`src/rtl/nfr_pkg.sv`:
```
package nfr_pkg;
  localparam int BYTE_W = 8;
  typedef logic [BYTE_W-1:0] byte_t;

  localparam byte_t OP_RD_FEAT = 8'h0F;
  localparam byte_t OP_WR_FEAT = 8'h1F;
  localparam byte_t OP_WREN    = 8'h06;
  localparam byte_t OP_WRDI    = 8'h04;
  localparam byte_t OP_RESET   = 8'hFF;

  localparam byte_t ADR_PROT = 8'hA0;
  localparam byte_t ADR_CFG  = 8'hB0;
  localparam byte_t ADR_STAT = 8'hC0;
endpackage

```
`src/rtl/nfr_spi_rx.sv`:
```
module nfr_spi_rx #(
  parameter int SYNC_STAGES = 2
) (
  input  logic clk,
  input  logic rst,
  input  logic sck,
  input  logic cs_n,
  input  logic mosi,
  output logic sel,
  output logic rise,
  output logic fall,
  output logic bit_in
);
  localparam int TOP = SYNC_STAGES - 1;

  logic [TOP:0] sck_sr, cs_sr, mosi_sr;
  logic         sck_last;

  always_ff @(posedge clk) begin
    if (rst) begin
      sck_sr   <= '0;
      cs_sr    <= '1;
      mosi_sr  <= '0;
      sck_last <= 1'b0;
    end else begin
      sck_sr   <= {sck_sr[TOP-1:0], sck};
      cs_sr    <= {cs_sr[TOP-1:0], cs_n};
      mosi_sr  <= {mosi_sr[TOP-1:0], mosi};
      sck_last <= sck_sr[TOP];
    end
  end

  assign sel    = ~cs_sr[TOP];
  assign rise   = sel & sck_sr[TOP] & ~sck_last;
  assign fall   = sel & ~sck_sr[TOP] & sck_last;
  assign bit_in = mosi_sr[TOP];
endmodule

```
`src/rtl/nfr_frame.sv`:
```
module nfr_frame
  import nfr_pkg::*;
#(
  parameter int FRAME_BYTES = 3
) (
  input  logic  clk,
  input  logic  rst,
  input  logic  sel,
  input  logic  rise,
  input  logic  bit_in,
  output logic  op_done,
  output logic  addr_done,
  output logic  data_done,
  output byte_t opcode,
  output byte_t addr,
  output byte_t data
);
  localparam int FRAME_BITS = BYTE_W * FRAME_BYTES;
  localparam int CW = $clog2(FRAME_BITS + 1);
  localparam logic [CW-1:0] END_OP   = CW'(BYTE_W - 1);
  localparam logic [CW-1:0] END_ADDR = CW'(2 * BYTE_W - 1);
  localparam logic [CW-1:0] END_DATA = CW'(3 * BYTE_W - 1);
  localparam logic [CW-1:0] CNT_MAX  = CW'(FRAME_BITS);

  logic [CW-1:0] cnt;
  byte_t         sh, nxt;

  assign nxt = {sh[BYTE_W-2:0], bit_in};

  always_ff @(posedge clk) begin
    op_done   <= 1'b0;
    addr_done <= 1'b0;
    data_done <= 1'b0;
    if (rst || !sel) begin
      cnt    <= '0;
      sh     <= '0;
      opcode <= '0;
      addr   <= '0;
      data   <= '0;
    end else if (rise && cnt < CNT_MAX) begin
      sh  <= nxt;
      cnt <= cnt + 1'b1;
      if (cnt == END_OP) begin
        opcode  <= nxt;
        op_done <= 1'b1;
      end
      if (cnt == END_ADDR) begin
        addr      <= nxt;
        addr_done <= 1'b1;
      end
      if (cnt == END_DATA) begin
        data      <= nxt;
        data_done <= 1'b1;
      end
    end
  end

  // a deselect always rewinds the frame position
  assert_rewind_R10: assert property (@(posedge clk) disable iff (rst)
    !sel |=> (cnt == '0 && !data_done));
endmodule

```
`src/rtl/nfr_regs.sv`:
```
module nfr_regs
  import nfr_pkg::*;
#(
  parameter byte_t PROT_DEF  = 8'h38,
  parameter byte_t PROT_MASK = 8'h7E,
  parameter byte_t CFG_DEF   = 8'h10,
  parameter byte_t CFG_MASK  = 8'h51
) (
  input  logic       clk,
  input  logic       rst,
  input  logic       op_done,
  input  logic       data_done,
  input  byte_t      opcode,
  input  byte_t      addr,
  input  byte_t      data,
  input  logic       busy,
  input  logic       erase_fail,
  input  logic       prog_fail,
  input  logic [1:0] ecc_state,
  output byte_t      prot_q,
  output byte_t      cfg_q,
  output logic       wel_q,
  output byte_t      rd_data
);
  logic  do_write, do_reset;
  byte_t stat;

  assign do_write = data_done && (opcode == OP_WR_FEAT);
  assign do_reset = op_done && (opcode == OP_RESET);
  assign stat     = {2'b00, ecc_state, prog_fail, erase_fail, wel_q, busy};

  always_ff @(posedge clk) begin
    if (rst || do_reset) begin
      prot_q <= PROT_DEF;
      cfg_q  <= CFG_DEF;
      wel_q  <= 1'b0;
    end else begin
      if (do_write && addr == ADR_PROT) prot_q <= data & PROT_MASK;
      if (do_write && addr == ADR_CFG)  cfg_q  <= data & CFG_MASK;
      if (op_done && opcode == OP_WREN) wel_q <= 1'b1;
      if (op_done && opcode == OP_WRDI) wel_q <= 1'b0;
    end
  end

  always_comb begin
    case (addr)
      ADR_PROT: rd_data = prot_q;
      ADR_CFG:  rd_data = cfg_q;
      ADR_STAT: rd_data = stat;
      default:  rd_data = '0;
    endcase
  end

  assert_wren_R8: assert property (@(posedge clk) disable iff (rst)
    (op_done && opcode == OP_WREN) |=> wel_q);
  assert_wrdi_R8: assert property (@(posedge clk) disable iff (rst)
    (op_done && opcode == OP_WRDI) |=> !wel_q);
  assert_defaults_R9: assert property (@(posedge clk) disable iff (rst)
    do_reset |=> (prot_q == PROT_DEF && cfg_q == CFG_DEF && !wel_q));
  assert_hold_R6: assert property (@(posedge clk) disable iff (rst)
    (!do_reset && !(do_write && (addr == ADR_PROT || addr == ADR_CFG)))
      |=> ($stable(prot_q) && $stable(cfg_q)));
endmodule

```
`src/rtl/nand_feat_target.sv`:
```
module nand_feat_target
  import nfr_pkg::*;
#(
  parameter int    SYNC_STAGES = 2,
  parameter byte_t PROT_DEF    = 8'h38,
  parameter byte_t PROT_MASK   = 8'h7E,
  parameter byte_t CFG_DEF     = 8'h10,
  parameter byte_t CFG_MASK    = 8'h51
) (
  input  logic       clk,
  input  logic       rst,
  input  logic       spi_sck,
  input  logic       spi_cs_n,
  input  logic       spi_mosi,
  output logic       spi_miso,
  input  logic       arr_busy,
  input  logic       arr_erase_fail,
  input  logic       arr_prog_fail,
  input  logic [1:0] arr_ecc_state,
  output logic [7:0] prot_bits,
  output logic [7:0] cfg_bits,
  output logic       wr_latch
);
  logic  sel, rise, fall, bit_in;
  logic  op_done, addr_done, data_done;
  byte_t opcode, addr, data, rd_data, tx;

  nfr_spi_rx #(.SYNC_STAGES(SYNC_STAGES)) rx_i (
    .clk(clk), .rst(rst), .sck(spi_sck), .cs_n(spi_cs_n), .mosi(spi_mosi),
    .sel(sel), .rise(rise), .fall(fall), .bit_in(bit_in)
  );

  nfr_frame #(.FRAME_BYTES(3)) frame_i (
    .clk(clk), .rst(rst), .sel(sel), .rise(rise), .bit_in(bit_in),
    .op_done(op_done), .addr_done(addr_done), .data_done(data_done),
    .opcode(opcode), .addr(addr), .data(data)
  );

  nfr_regs #(
    .PROT_DEF(PROT_DEF), .PROT_MASK(PROT_MASK),
    .CFG_DEF(CFG_DEF), .CFG_MASK(CFG_MASK)
  ) regs_i (
    .clk(clk), .rst(rst), .op_done(op_done), .data_done(data_done),
    .opcode(opcode), .addr(addr), .data(data),
    .busy(arr_busy), .erase_fail(arr_erase_fail), .prog_fail(arr_prog_fail),
    .ecc_state(arr_ecc_state),
    .prot_q(prot_bits), .cfg_q(cfg_bits), .wel_q(wr_latch), .rd_data(rd_data)
  );

  always_ff @(posedge clk) begin
    if (rst || !sel) begin
      tx       <= '0;
      spi_miso <= 1'b0;
    end else if (addr_done && opcode == OP_RD_FEAT) begin
      tx <= rd_data;
    end else if (fall) begin
      spi_miso <= tx[BYTE_W-1];
      tx       <= {tx[BYTE_W-2:0], 1'b0};
    end
  end

  // output line returns low as soon as the target is deselected
  assert_quiet_R11: assert property (@(posedge clk) disable iff (rst)
    !sel |=> !spi_miso);
endmodule

```
`config.mk`:
```
export PLATFORM = sky130hd
export DESIGN_NAME = nand_feat_target
export DESIGN_NICKNAME = d
export VERILOG_FILES = /design/src/rtl/nfr_pkg.sv /design/src/rtl/nfr_spi_rx.sv /design/src/rtl/nfr_frame.sv /design/src/rtl/nfr_regs.sv /design/src/rtl/nand_feat_target.sv
export SDC_FILE = /design/constraint.sdc
export NUM_CORES = 1
export LEC_CHECK = 0
export ABC_AREA = 1
export BUFFER_PORTS_ARGS = -buffer_cell sky130_fd_sc_hd__buf_2
export CAP_MARGIN = 30
export CORE_MARGIN = 5
export CORE_UTILIZATION = 50
export DETAILED_ROUTE_END_ITERATION = 10
export HOLD_SLACK_MARGIN = 0.05
export PLACE_DENSITY = 0.69
export SETUP_SLACK_MARGIN = 0.15
export SYNTH_ARGS = -nofsm -noshare
export SYNTH_HDL_FRONTEND = slang
export SYNTH_HIERARCHICAL = 1
export SYNTH_SLANG_ARGS = --single-unit
export TNS_END_PERCENT = 10
```
`constraint.sdc`:
```
create_clock -name clk -period 2.6 [get_ports clk]
set_input_delay 0.39 -clock clk [delete_from_list [all_inputs] [get_ports clk]]
set_output_delay 0.39 -clock clk [all_outputs]
set_load 0.01 [all_outputs]
```
Yosys cells after proc, flatten, opt, wreduce, memory -nomap -nowiden
Cells that the tools add are included.
Widths: inputs -> output; s select.
Storage, ports and cells
  register bits: 64
  input bits: 10
  output and inout port bits: 18
  word-level logic and storage cells: 62
Cells by class
  add/sub/neg operators: 1
  order comparisons: 1
  equal/unequal tests: 11
  multiplexer cells: 6
  bitwise gates (word level): 9
  reductions and logical operators: 17
Operators with widths (number)
  $eq 8x8->1 const B: 4
  $pmux 7 s3: 1
  $eq 8x3->1 const B: 2
  $mux 8: 2
  $eq 8x4->1 const B: 1
  $eq 8x5->1 const B: 1
  $logic_and 1x1->1: 8
  $reduce_and 2->1: 4
  $add 5x1->5 const B: 1
  $eq 5x3->1 const B: 1
  $eq 5x4->1 const B: 1
  $eq 5x5->1 const B: 1
  $lt 5x5->1 const B: 1
  $not 1->1: 5
  $and 1x1->1: 4
  $reduce_or 2->1: 2
  $mux 1: 3
  $logic_or 1x1->1: 2
  $reduce_bool 2->1: 1

Logic depth before layout (Yosys ltp)
  depth after elaboration: 6
  depth in mapped cells: 11
  gate-level depth less buffers: 10

Cells and area by module
The synthesis kept the hierarchy.
Modules (own cells, without submodules)
  nfr_frame: times used 1, cells each 217, area an instance 1611.5 um^2, sequential area each 780.7 um^2
  nfr_regs: times used 1, cells each 124, area an instance 768.2 um^2, sequential area each 200.2 um^2
  nand_feat_target: times used 1, cells each 78, area an instance 540.5 um^2, sequential area each 180.2 um^2
  nfr_spi_rx: times used 1, cells each 24, area an instance 209.0 um^2, sequential area each 140.1 um^2

Worst setup path before layout
No wires, ideal clock.
  path kind: flip-flop to flip-flop
  start: reg frame_i.cnt[4]
  end: reg frame_i.addr[5]
  library setup time: 0.070 ns
  arrival time: 1.347 ns
  data required time: 2.530 ns
  path slack: 1.183 ns
  cell stages (with the launch flop): 9
  path buffers: 2
  clock period less this slack: 1.417 ns
  cells stage by stage: dfxtp_1 buf_4 inv_2 buf_2 ha_1 inv_1 nor2_1 nand2_1 a21oi_1
On the way
  word-level cells in the longest chain between the ends: 3
  elaborated cells between the ends (all ways): 4
  those cells by class: 1 x order compare; 1 x eq/ne; 2 x reduce/logical
RTL lines
  start, declared: line nfr_frame.sv:25  | logic [CW-1:0] cnt;
  start signal, assigned: line nfr_frame.sv:42  | cnt <= cnt + 1'b1;
  $lt 5x5->1: line nfr_frame.sv:40  | end else if (rise && cnt < CNT_MAX) begin
  $logic_and 1x1->1: line nfr_frame.sv:40
  $reduce_and 2->1 (no line) (*)
  end signal, assigned: line nfr_frame.sv:48  | addr <= nxt;
  end, declared: line nfr_frame.sv:15  | output byte_t addr,
Every way passes the cells marked *; elsewhere a longest branch is shown, timed or not.
A chain may end at the register's enable or synchronous reset.

Final worst setup path
  start: reg rx_i.cs_sr[1]
  end: reg frame_i.addr[5]
On the way
  word-level cells in the longest chain between the ends: 5
  elaborated cells between the ends (all ways): 6
  those cells by class: 3 x bitwise; 3 x reduce/logical
RTL lines
  start, declared: line nfr_spi_rx.sv:16  | logic [TOP:0] sck_sr, cs_sr, mosi_sr;
  start signal, assigned: line nfr_spi_rx.sv:27  | cs_sr <= {cs_sr[TOP-1:0], cs_n};
  $not 1->1: line nfr_spi_rx.sv:33  | assign sel = ~cs_sr[TOP];
  named net sel: line nand_feat_target.sv:24  | logic sel, rise, fall, bit_in;
  $and 1x1->1 (2 in a row): line nfr_spi_rx.sv:34  | assign rise = sel & sck_sr[TOP] & ~sck_last;
  named net rise: line nand_feat_target.sv:24
  $logic_and 1x1->1: line nfr_frame.sv:40
  $reduce_and 2->1 (no line)
The timed path passes the listed nets, and every way through them passes these cells.

==> results by group <==
Floorplanning
  • DIE AREA: 7860 um^2
  • IO Pins: 28
  • Number of placement rows: 28
  • Width of the chip: 88.6 um
  • Core region area: 5960 um^2
  • Chip height: 88.6 um
  • Initial core utilization: 0.519

Cells and area
  • Leading cell type in the layout, fill and taps excluded: sky130_fd_sc_hd__nand2_1
  • Post-layout nets: 469
  • Number of antenna repair diodes: 0
  • Fraction of layout cells with a size suffix above 1: 0.145
  • Most used cells in the layout excluding fill and tap cells: 87 x sky130_fd_sc_hd__nand2_1, 64 x sky130_fd_sc_hd__dfxtp_1, 61 x sky130_fd_sc_hd__nor2_1
  • Count of fill cells added during filler insertion: 598
  • Area added between synthesis and finish: 9.27%
  • Post-Layout Inst Area: 3380 um^2

Route
  • Count of vias placed by the detailed router: 2608
  • Total iterations of the first detailed-routing run: 4
  • Overall routed net length: 6100 um
  • Routed length per instance: 11.4 um
  • Final routed DRC violation total: 0
  • Number of DRC markers after the initial detailed-route iteration: 113
  • Routed via count divided by cell count: 4.87
  • Final antenna-violating net count: 0

Placed design
  • Final weighted congestion of routability-driven global placement: 0.803
  • Count of input and output buffers: 20
  • HPWL Detailed: 4480 um
  • Post-place instance area: 3180 um^2

Logic synthesis
  • Netlist Area Pre-Place: 3090 um^2
  • Syn. warnings: 6
  • Avg Synthesized Cell Area: 7.06 um^2
  • Post-synthesis instance total: 438

CTS
  • Maximum buffer depth of the clock tree: 2
  • Quantity of gates resized following cts: 0
  • Clock latency of the later-clocked register in the worst-skew pair: 340 ps
  • Clock tree from TritonCTS: yes
  • Depth of the CTS H-tree: 3
  • Clock slew at reported path FFs: 70 ps
  • Root buffer selected by CTS: sky130_fd_sc_hd__clkbuf_8
  • Number of sinks driven by the clock tree: 64
  • TritonCTS buffer count: 9
  • Buffer count from post-CTS setup fixing: 0
  • Hold_buf cts: 0

Pwr
  • Leakage dissipation: 1.41 nW
  • Worst IR drop on VDD: 380 uV
  • Power per standard cell area: 565 nW/um^2

Timing
  • Post-route fraction of the period consumed by the critical path: 0.628
  • Total negative slack: 0 ps
  • Final number of max-transition violations: 0
  • Final setup violation count: 0
  • Number of endpoints with negative hold slack in the final report: 0
  • Maximum achievable frequency: 0.612 GHz
  • Relative max-transition margin: 0.530
  • Post-route minimum period: 1630 ps
  • Unrepaired setup endpoints after global routing: false
  • Least-Margin Pin Slew: 702 ps
  • Worst Skew: 6.16 ps

Critical path
  • Worst Path Required: 2870 ps
  • Critical path's top delay family: simple AND/OR/NAND/NOR gates
  • Worst path cell trace: inv_1, nand2_1, nor2_1, nand2_1, nor2_1, nand2_1, a21oi_1
  • Critical path type: reg -> reg
  • Worst endpoint data arrival time: 1910 ps
  • Slack of the worst reg-to-reg path: 970 ps
  • Crit-path max cell delay: 350 ps
  • Cell with the largest stage delay on the worst path: sky130_fd_sc_hd__nor2_1
  • Cell type with the highest occurrence count on the critical path: sky130_fd_sc_hd__nand2_1
  • Highest net fanout along the worst path: 11
  • WP buf/inv: 1
  • Nature of the critical path endpoint: register
  • Crit path launch type: register

GRT
  • Global route overflow: 0
  • Maximum number of pins on one net before global-route repair: 34
  • Initial antenna violation count: 0
  • Number of global-route vias before repair: 2445
  • Global-route wire length before repair: 10900 um
  • Overall fraction of global-route tracks in use: 0.179

Run
  • Count of max-cap constraint violations: 0

Min path
  • Tightest Hold Check Type: in -> reg

Outcome
  • Result of the run: finished, final reports clean
-- worst reg2reg max path, cell delays in order, from the launching register on --
cell	delay [ps]
sky130_fd_sc_hd__dfxtp_1	300
sky130_fd_sc_hd__inv_1	100
sky130_fd_sc_hd__nand2_1	60
sky130_fd_sc_hd__nor2_1	260
sky130_fd_sc_hd__nand2_1	260
sky130_fd_sc_hd__nor2_1	350
sky130_fd_sc_hd__nand2_1	100
sky130_fd_sc_hd__a21oi_1	140
-- routing by layer --
metal	part of all wire	routed length, um	global-route usage	vias to the layer above
met5	0	0	0	-
met3	0.044	266	0.0447	9
met4	0.012	73	0.0783	0
met1	0.50	3040	0.232	1150
met2	0.45	2720	0.283	40
li1	-	-	-	1409
-- power breakdown --
| part | internal (W) | switching [W] | leakage, nW |
|---|---|---|---|
| logic | 0.0000122 | 0.0000263 | 0.793 |
| clock network | 0.000532 | 0.000352 | 0.103 |
| registers | 0.000985 | 0.00000215 | 0.517 |
| total | 0.00153 | 0.000380 | 1.41 |
-- per-stage QoR --
stage / worst slack (ps) / power, W / utilization / hold WS, ps / instances
detailed placement: 976 / 0.00105 / 0.533 / 397 / 521
finish: 967 / 0.00191 / 0.567 / 233 / 536
global route: 747 / 0.00199 / 0.567 / 228 / 536
floorplan: 1190 / 0.00104 / - / 383 / 445
CTS: 973 / 0.00193 / 0.567 / 218 / 536
global placement: 987 / 0.00105 / 0.533 / 390 / 521
-- sequential cells by signal, summed over array words and instances, names as in the netlist, 3 cells and up --
name and count:
frame_i/addr 8, frame_i/cnt 5, frame_i/data 7, frame_i/opcode 8
frame_i/sh 7, regs_i/cfg_q 3, regs_i/prot_q 6, tx 8
-- path summary, 6_finish.rpt --
| kind | startpoint | end | cells past startpoint |
|---|---|---|---|
| max | rx_i/cs_sr[1]$_SDFF_PP1_ | frame_i/addr[5]$_SDFFE_PP0P_ | 7 |
| min reg2reg | rx_i/mosi_sr[0]$_SDFF_PP0_ | rx_i/mosi_sr[1]$_SDFF_PP0_ | 2 |
| max reg2reg | rx_i/cs_sr[1]$_SDFF_PP1_ | frame_i/addr[5]$_SDFFE_PP0P_ | 7 |
| min | spi_cs_n | rx_i/cs_sr[0]$_SDFF_PP1_ | 2 |
-- layout make-up --
class / instances / area [um^2] / share of cell area
multi-input combinational: 296 / 1440 / 0.427
clock inverter: 4 / 70.1 / 0.0207
inverter: 63 / 236 / 0.0700
tap: 75 / 93.8 / 0.0278
timing repair buffer: 23 / 123 / 0.0363
clock buffer: 11 / 131 / 0.0389
sequential: 64 / 1280 / 0.379
No activity file was read; power rests on OpenSTA's default activity.
